## src/rtl/gpio_evt_pkg.sv

```systemverilog
package gpio_evt_pkg;
   // configuration word field positions (decoded by software)
   localparam int MODE_BIT = 0;
   localparam int PIN_LSB  = 8;
   localparam int PIN_W    = 5;
   localparam int PORT_BIT = 13;
   localparam int POL_LSB  = 16;
   localparam int POL_W    = 2;
   localparam int DATA_W   = 32;

   typedef enum logic [1:0] {
      POL_OFF  = 2'd0,
      POL_RISE = 2'd1,
      POL_FALL = 2'd2,
      POL_ANY  = 2'd3
   } pol_e;

   typedef enum logic [1:0] {
      RG_CFG   = 2'd0,
      RG_ENSET = 2'd1,
      RG_ENCLR = 2'd2,
      RG_EVT   = 2'd3
   } reg_e;

   typedef struct packed {
      logic             watch;
      logic             port;
      logic [PIN_W-1:0] pin;
      pol_e             pol;
   } cfg_t;

   localparam cfg_t CFG_RST = '{watch: 1'b0, port: 1'b0, pin: '0, pol: POL_OFF};

   function automatic cfg_t cfg_unpack(input logic [DATA_W-1:0] w);
      cfg_t c;
      c.watch = w[MODE_BIT];
      c.port  = w[PORT_BIT];
      c.pin   = w[PIN_LSB +: PIN_W];
      c.pol   = pol_e'(w[POL_LSB +: POL_W]);
      return c;
   endfunction

   function automatic logic [DATA_W-1:0] cfg_pack(input cfg_t c);
      logic [DATA_W-1:0] w;
      w = '0;
      w[MODE_BIT]            = c.watch;
      w[PORT_BIT]            = c.port;
      w[PIN_LSB +: PIN_W]    = c.pin;
      w[POL_LSB +: POL_W]    = c.pol;
      return w;
   endfunction
endpackage

```

## src/rtl/gpio_sync_bank.sv

```systemverilog
module gpio_sync_bank #(
   parameter int WIDTH  = 64,
   parameter int STAGES = 2
) (
   input  logic             clk,
   input  logic             rst_n,
   input  logic [WIDTH-1:0] d_async,
   output logic [WIDTH-1:0] d_sync
);
   if (STAGES < 2) begin : g_bad_stages
      $error("gpio_sync_bank: STAGES must be at least 2");
   end

   logic [WIDTH-1:0] chain [STAGES];

   for (genvar s = 0; s < STAGES; s++) begin : g_stage
      always_ff @(posedge clk or negedge rst_n) begin
         if (!rst_n) begin
            chain[s] <= '0;
         end else begin
            if (s == 0) chain[s] <= d_async;
            else        chain[s] <= chain[(s == 0) ? 0 : s-1];
         end
      end
   end

   assign d_sync = chain[STAGES-1];
endmodule

```

## src/rtl/gpio_edge_detect.sv

```systemverilog
module gpio_edge_detect
   import gpio_evt_pkg::*;
#(
   parameter int PORT_CNT = 2,
   parameter int PIN_CNT  = 32
) (
   input  logic                        clk,
   input  logic                        rst_n,
   input  logic [PORT_CNT*PIN_CNT-1:0] lvl,
   input  cfg_t                        cfg,
   output logic                        edge_hit
);
   localparam int N = PORT_CNT * PIN_CNT;

   // previous level of every pin, tracked in all modes
   logic [N-1:0] prev_lvl;
   logic         cur, prv, rise, fall;

   always_ff @(posedge clk or negedge rst_n) begin
      if (!rst_n) prev_lvl <= '0;
      else        prev_lvl <= lvl;
   end

   always_comb begin
      cur = 1'b0;
      prv = 1'b0;
      for (int p = 0; p < PORT_CNT; p++) begin
         for (int q = 0; q < PIN_CNT; q++) begin
            if (cfg.port == p[0] && cfg.pin == q[PIN_W-1:0]) begin
               cur = lvl[p*PIN_CNT+q];
               prv = prev_lvl[p*PIN_CNT+q];
            end
         end
      end
   end

   assign rise = cur & ~prv;
   assign fall = ~cur & prv;

   always_comb begin
      edge_hit = 1'b0;
      if (cfg.watch) begin
         unique case (cfg.pol)
            POL_RISE: edge_hit = rise;
            POL_FALL: edge_hit = fall;
            POL_ANY:  edge_hit = rise | fall;
            default:  edge_hit = 1'b0;
         endcase
      end
   end
endmodule

```

## src/rtl/gpio_evt_regs.sv

```systemverilog
module gpio_evt_regs
   import gpio_evt_pkg::*;
(
   input  logic              clk,
   input  logic              rst_n,
   input  logic              wr_en,
   input  logic [1:0]        wr_addr,
   input  logic [DATA_W-1:0] wr_data,
   input  logic [1:0]        rd_addr,
   input  logic              edge_hit,
   output logic [DATA_W-1:0] rd_data,
   output cfg_t              cfg,
   output logic              int_en,
   output logic              evt_flag
);
   logic wr_cfg, wr_set, wr_clr, wr_evt;

   assign wr_cfg = wr_en && (reg_e'(wr_addr) == RG_CFG);
   assign wr_set = wr_en && (reg_e'(wr_addr) == RG_ENSET) && wr_data[0];
   assign wr_clr = wr_en && (reg_e'(wr_addr) == RG_ENCLR) && wr_data[0];
   assign wr_evt = wr_en && (reg_e'(wr_addr) == RG_EVT) && !wr_data[0];

   always_ff @(posedge clk or negedge rst_n) begin
      if (!rst_n) begin
         cfg    <= CFG_RST;
         int_en <= 1'b0;
      end else begin
         if (wr_cfg) cfg <= cfg_unpack(wr_data);
         if (wr_set)      int_en <= 1'b1;
         else if (wr_clr) int_en <= 1'b0;
      end
   end

   // a new edge takes priority over a software clear
   always_ff @(posedge clk or negedge rst_n) begin
      if (!rst_n)        evt_flag <= 1'b0;
      else if (edge_hit) evt_flag <= 1'b1;
      else if (wr_evt)   evt_flag <= 1'b0;
   end

   always_comb begin
      rd_data = '0;
      unique case (reg_e'(rd_addr))
         RG_CFG:   rd_data = cfg_pack(cfg);
         RG_ENSET,
         RG_ENCLR: rd_data[0] = int_en;
         RG_EVT:   rd_data[0] = evt_flag;
         default:  rd_data = '0;
      endcase
   end
endmodule

```

## src/rtl/gpio_edge_event_ch.sv

```systemverilog
module gpio_edge_event_ch
   import gpio_evt_pkg::*;
#(
   parameter int PORT_CNT    = 2,
   parameter int PIN_CNT     = 32,
   parameter int SYNC_STAGES = 2
) (
   input  logic                        clk,
   input  logic                        rst_n,
   input  logic [PORT_CNT*PIN_CNT-1:0] pins_in,
   input  logic                        wr_en,
   input  logic [1:0]                  wr_addr,
   input  logic [DATA_W-1:0]           wr_data,
   input  logic [1:0]                  rd_addr,
   output logic [DATA_W-1:0]           rd_data,
   output logic                        evt_flag,
   output logic                        irq
);
   localparam int N = PORT_CNT * PIN_CNT;

   if (PORT_CNT < 1 || PORT_CNT > 2) begin : g_bad_ports
      $error("gpio_edge_event_ch: PORT_CNT must be 1 or 2");
   end
   if (PIN_CNT < 1 || PIN_CNT > (1 << PIN_W)) begin : g_bad_pins
      $error("gpio_edge_event_ch: PIN_CNT out of range");
   end

   logic [N-1:0] lvl_sync;
   cfg_t         cfg;
   logic         edge_hit;
   logic         int_en;

   gpio_sync_bank #(.WIDTH(N), .STAGES(SYNC_STAGES)) u_sync (
      .clk     (clk),
      .rst_n   (rst_n),
      .d_async (pins_in),
      .d_sync  (lvl_sync)
   );

   gpio_edge_detect #(.PORT_CNT(PORT_CNT), .PIN_CNT(PIN_CNT)) u_det (
      .clk      (clk),
      .rst_n    (rst_n),
      .lvl      (lvl_sync),
      .cfg      (cfg),
      .edge_hit (edge_hit)
   );

   gpio_evt_regs u_regs (
      .clk      (clk),
      .rst_n    (rst_n),
      .wr_en    (wr_en),
      .wr_addr  (wr_addr),
      .wr_data  (wr_data),
      .rd_addr  (rd_addr),
      .edge_hit (edge_hit),
      .rd_data  (rd_data),
      .cfg      (cfg),
      .int_en   (int_en),
      .evt_flag (evt_flag)
   );

   assign irq = evt_flag & int_en;
endmodule

```

## config.mk

```make
export PLATFORM = sky130hd
export DESIGN_NAME = gpio_edge_event_ch
export DESIGN_NICKNAME = d
export VERILOG_FILES = /design/src/rtl/gpio_evt_pkg.sv /design/src/rtl/gpio_sync_bank.sv /design/src/rtl/gpio_edge_detect.sv /design/src/rtl/gpio_evt_regs.sv /design/src/rtl/gpio_edge_event_ch.sv
export SDC_FILE = /design/constraint.sdc
export NUM_CORES = 1
export LEC_CHECK = 0
export BUFFER_PORTS_ARGS = -buffer_cell sky130_fd_sc_hd__clkbuf_2
export CAP_MARGIN = 30
export CORE_ASPECT_RATIO = 1.4
export CORE_MARGIN = 3
export CORE_UTILIZATION = 50
export DETAILED_ROUTE_END_ITERATION = 12
export GPL_TIMING_DRIVEN = 0
export PLACE_DENSITY_LB_ADDON = 0.08
export SLEW_MARGIN = 10
export SYNTH_ARGS = -nofsm -noshare
export SYNTH_HDL_FRONTEND = slang
export SYNTH_SLANG_ARGS = --single-unit
```

## constraint.sdc

```tcl
create_clock -name clk -period 2.6 [get_ports clk]
set_input_delay 0.39 -clock clk [delete_from_list [all_inputs] [get_ports clk]]
set_output_delay 0.39 -clock clk [all_outputs]
set_load 0.1 [all_outputs]
```

======== Word-level counts from Yosys, hierarchy flattened ========
Index checks and enable logic that the tools add are counted.
word-level totals
  memories kept ........................... 0
  input port bits ......................... 103
  bits in latches ......................... 0
  word-level logic and storage cells ...... 270
  memory bits (read-only) ................. 0
  RAM bits ................................ 0
  output and inout port bits .............. 34
  register bits ........................... 203
operators by class
  divide/modulo/power cells ............... 0
  reduce and logical (&&, ||, !) cells .... 78
  order comparisons ....................... 0
  multiplexer cells ....................... 136
  shift operators ......................... 0
  add/subtract/negate cells ............... 0
  bitwise gates (word level) .............. 7
  equal/unequal tests ..................... 40
  multipliers ............................. 0
operator list
  kind                  number
  $mux W1               133
  $eq A5 B5 Y1 const B  16
  $logic_and A1 B1 Y1   71
  $eq A5 B4 Y1 const B  8
  $eq A5 B3 Y1 const B  4
  $mux W17              1
  $eq A2 B2 Y1 const B  6
  $eq A5 B2 Y1 const B  2
  $eq A2 B1 Y1 const B  3
  $pmux W1 S3           2
  $eq A5 B1 Y1 const B  1
  $logic_not A5 Y1      1
  $logic_not A2 Y1      2
  $reduce_bool A2 Y1    2
  $and A1 B1 Y1         3
  $not A1 Y1            3
  $reduce_or A2 Y1      1
  $logic_not A1 Y1      1
  $or A1 B1 Y1          1

======== Depth between registers and ports, before layout ========
  depth after elaboration ................. 72
  depth in mapped cells ................... 16

======== Cells and area by module ========
Synthesis repeated with hierarchy kept, for this count alone.
second synthesis, totals
  cells, all modules ...................... 628
  area, all modules ....................... 8189.1 um^2
by module, submodules not included
  module              seq. area each (um^2)  cells each  times used  area each (um^2)
  gpio_edge_detect    1601.5                 367         1           3733.6
  gpio_sync_bank      3203.1                 192         1           3683.5
  gpio_evt_regs       275.3                  68          1           765.7
  gpio_edge_event_ch  0.0                    1           1           6.3

======== Worst setup path before layout ========
OpenSTA, ideal clock, no wires.
  kind .................................... reg-to-output
  start point ............................. register u_regs.evt_flag
  end point ............................... output rd_data[0]
  data arrival time ....................... 3271 ps
  required time ........................... 2210 ps
  slack ................................... -1061 ps
  stages on the path, launching flop included .. 3
  buffers on the path ..................... 0
  cell sequence ........................... dfrtp_1 a22oi_1 o21ai_0
between the ends
  longest elaborated chain between the ends .. 1
ends and longest elaborated chain
  element                 line                      source
  start, declared         gpio_evt_regs.sv:14       output logic evt_flag
  start signal, assigned  gpio_evt_regs.sv:36       if (!rst_n) evt_flag <= 1'b0;
  start signal, assigned  gpio_evt_regs.sv:37       else if (edge_hit) evt_flag <= 1'b1;
  start signal, assigned  gpio_evt_regs.sv:38       else if (wr_evt) evt_flag <= 1'b0;
  $pmux W1 S3             gpio_evt_regs.sv:43       unique case (reg_e'(rd_addr))
  end, declared           gpio_edge_event_ch.sv:15  output logic [DATA_W-1:0] rd_data,
No other way between the ends.

======== Worst setup path in the final report ========
  start point ............................. register u_regs.cfg[2] (netlist name)
  end point ............................... register u_regs.evt_flag
between the ends
  longest elaborated chain between the ends .. 72
  elaborated cells between the ends (all ways) .. 233
ends and longest elaborated chain
  element                                        line                                            source
  $logic_not A5 Y1                               gpio_edge_detect.sv:29                          if (cfg.port == p[0] && cfg.pin == q[PIN_W-1:0]) begin
  $logic_and A1 B1 Y1                            gpio_edge_detect.sv:29
  $mux W1 (64 in series)                         gpio_edge_detect.sv:29
  $not A1 Y1, on equally long branches           gpio_edge_detect.sv:37, gpio_edge_detect.sv:38
  $and A1 B1 Y1, on equally long branches        gpio_edge_detect.sv:37, gpio_edge_detect.sv:38
  $or A1 B1 Y1                                   gpio_edge_detect.sv:46                          POL_ANY: edge_hit = rise | fall;
  $pmux W1 S3 (*)                                gpio_edge_detect.sv:43                          unique case (cfg.pol)
  $mux W1 (*)                                    gpio_edge_detect.sv:42                          if (cfg.watch) begin
  $mux W1 or $reduce_bool A2 Y1 (tied branches)  --
Mark *: on every way between the ends. The rest lies on a longest branch, timed or not.
A chain may end at the register's enable or synchronous reset.

==> flow_summary.yaml <==
power_and_ir_drop:
  sw_frac_of_total: 0.3106
  power_leakage_nw: 4.451
  p_comb_frac: 0.246
  p_seq_frac: 0.430
  internal_power_mw: 5.540
  switchingPower_mw: 2.496
  pwr-share-clk: 0.324
  finalPower_mw: 8.036
  peakVddDrop_uv: 702.1
  power_density_mw_per_mm2: 832.3
sta:
  finalSetupViolCount: 1
  setup_ws_ns: -0.3858
  tightest_slew_ns: 0.7748
  rsz0062_at_grt: "yes"
  fin_crit_sh: 1.148
  finalSetupTns_ns: -0.3858
  hold-worst-slack_ns: 0.009573
  finalHoldViolCount: 0
  finClkSkew_ns: 0.02679
  relSlewSlack: 0.4835
  min_period_ns: 2.986
  slew_viol_final: 0
  max_freq_ghz: 0.3349
floorplanning:
  start_util: 0.5192
  die_h_um: 152.2
  design.core.area_mm2: 0.01470
  die_area_mm2: 0.01681
  rows: 52
  die_w_um: 110.4
  ioPinCount: 137
finish:
  final_cell_mix: "dfrtp_1, clkbuf_2, buf_4"
  finalNetCount: 847
  utilization: 0.6567
  fin_cells: 938
  final_common_cell: "dfrtp_1"
  synthToLayoutAreaGrowth_pct: 26.47
  design_area_mm2: 0.009656
  n_antenna_cell: 0
  drive_gt1_frac: 0.2951
critical_path:
  crit_fanout: 5
  crit_type: "reg2reg"
  critical_path_required_ns: 2.96
  crit_slowest_cell: "dfrtp_2"
  rr_worst_depth: 13
  worstPathArrival_ns: 3.35
  worstReg2RegStart: "u_regs.cfg[2]"
  worstSetupStartpointType: "flip-flop"
  r2r_slack_ns: -0.39
  end_kind: "flip-flop"
  cp-endpoint: "u_regs.evt_flag"
  path_cells: "bufbuf_16 > mux2_1 > a22o_1 > o211a_1 > o311a_1 > o21ai_2 > a21oi_1 > ha_1 > inv_1 > mux2i_1 > nand2_1 > o21ai_2 > a22o_1"
  cpPeakStageDelay_ns: 0.45
  startpoint: "u_regs.cfg[2]"
  reg2reg_to: "u_regs.evt_flag"
yosys:
  synth_top_area_frac: 0.6654
  synth_seq_cells: 203
  netlist_area_mm2: 0.007635
  yosys-top-cells-area: "dfrtp_1, buf_4, mux2i_1, mux2_2, o21ai_0"
  ys_seq_area_frac: 0.6654
  synth_edf_count: 0
  syn-mean-instance-area_um2: 13.54
  syn_inst: 564
  yosys_warnings: 0
  synth_top_area_cell: "dfrtp_1"
  ys_async_sr_fraction: 1.000
  synth_flop_cell: "dfrtp_1"
  synth_cell_types: 66
clock_network:
  tritoncts: "yes"
  cts-htree-levels: 1
  clkLatencyLatePin_ns: 0.50
  clkTransAtPathRegs_ns: 0.06
  cts-root-buf: "clkbuf_16"
  cts_made_buffers: 19
  clockBufferDepth: 3
  clock-sinks: 203
detailed_routing:
  viasPerCell: 5.436
  wire_per_inst_um: 20.80
  drc: 0
  drt-total-wl_um: 19510
  drtIter0Drc: 264
  drtAntennaViolNets: 0
  num_vias: 5099
  dr.pass1.iters: 5
global_routing:
  grt_max_degree: 108
  overflow: 0
  grt_first_pass_wirelength_um: 30310
  grt_pass1_vias: 5497
  gr-usage-all-layers: 0.2303
  antenna_found_initial: 0
placement:
  dpl_cell_area_mm2: 0.008444
  portBuffers: 90
  dp_hpwl_um: 13210
  placement.setup.worst_slack_ns: -0.9185
  gp_congestion: 0.9159
  place_inst: 866
status:
  status: "finished with violations"
  violations: "setup timing"
worst_hold_path:
  hold_path.class: "in2reg"
job:
  cap_violations: 0
## timing repair
item,CTS,global route
cloned,1,0
setup endpoints to repair,5,4
pin swaps,9,10
hold buffers,37,0
gates resized for setup,41,23
buffers inserted,3,0
endpoints found under the hold margin,62,0
## layout make-up
cell class | instances | area [µm²]
sequential | 203 | 5082
fill | 1120 | 5049
multi-input combinational | 315 | 2333
timing repair buffer | 132 | 938.4
clock buffer | 25 | 548.0
buffer | 56 | 435.4
tap | 189 | 236.5
inverter | 12 | 45.04
clock inverter | 6 | 36.28
## power by group through the flow
| stage | clock [mW] | combinational [mW] | sequential [mW] |
|---|---|---|---|
| after CTS | 2.65 | 1.92 | 3.45 |
| after global routing | 2.78 | 2.10 | 3.47 |
| after floorplan | 0 | 1.16 | 3.52 |
| after detailed placement | 0 | 1.75 | 3.51 |
| after global placement | 0 | 1.74 | 3.50 |
| final | 2.60 | 1.98 | 3.46 |
## synthesized netlist by cell type (8+ instances only)
library cell    n
nor3_1         10
nor2b_1        17
mux2_2         13
and2_1         10
inv_1          12
nand2b_1       11
mux2i_1        19
dfrtp_1       203
nor2_1         26
buf_2          15
buf_4          29
clkbuf_1        8
a21oi_1        15
nand2_1        18
o21ai_0        25
## worst min-delay path by stage
stage / start / to / slack [ns] / cells past startpoint
5_1_grt: pins_in[41] / u_sync.chain[105] / 0.001 / 1
3_3_place_gp: u_sync.chain[96] / u_sync.d_sync[32] / 0.33 / 0
4_1_cts: pins_in[28] / u_sync.chain[92] / 0.0007 / 1
6_report: pins_in[21] / u_sync.chain[85] / 0.01 / 1
2_1_floorplan: rst_n / u_det.prev_lvl[0] / 0.09 / 0
3_5_place_dp: u_sync.chain[77] / u_sync.d_sync[13] / 0.33 / 0
## sequential cells by signal (all words and copies together) (netlist names)
name             count
u_regs.evt_flag      1
u_sync.chain        64
u_sync.d_sync       64
u_det.prev_lvl      64
u_regs.int_en        1
u_regs.cfg           9
## cell families after synthesis
family	Yosys count	synth area share
muxes	39	0.06080
buffers and inverters	68	0.05408
AOI/OAI and AO/OA	116	0.1069
DFF	203	0.6654
and+or+nand+nor	132	0.1042
adders and majority gates	5	0.008194
other	1	0.0004912
## metal layers
layer  track usage  routed length (µm)  vias up
met4       0.09683                 749        0
met1        0.2935                7983     2523
met3       0.03735                1076       52
li1              -                   -     2321
met5             0                   0        -
met2        0.3924                9696      203
## worst max-delay path: cells and delay by family, from the launching register on
| kind | cells | cell delay (ns) |
|---|---|---|
| buf+inv | 2 | 0.33 |
| flops | 1 | 0.45 |
| fa+ha+maj | 1 | 0.21 |
| mux | 2 | 0.37 |
| simple gates | 1 | 0.08 |
| compound gates | 7 | 1.38 |
(Power assumes the default switching activity.)
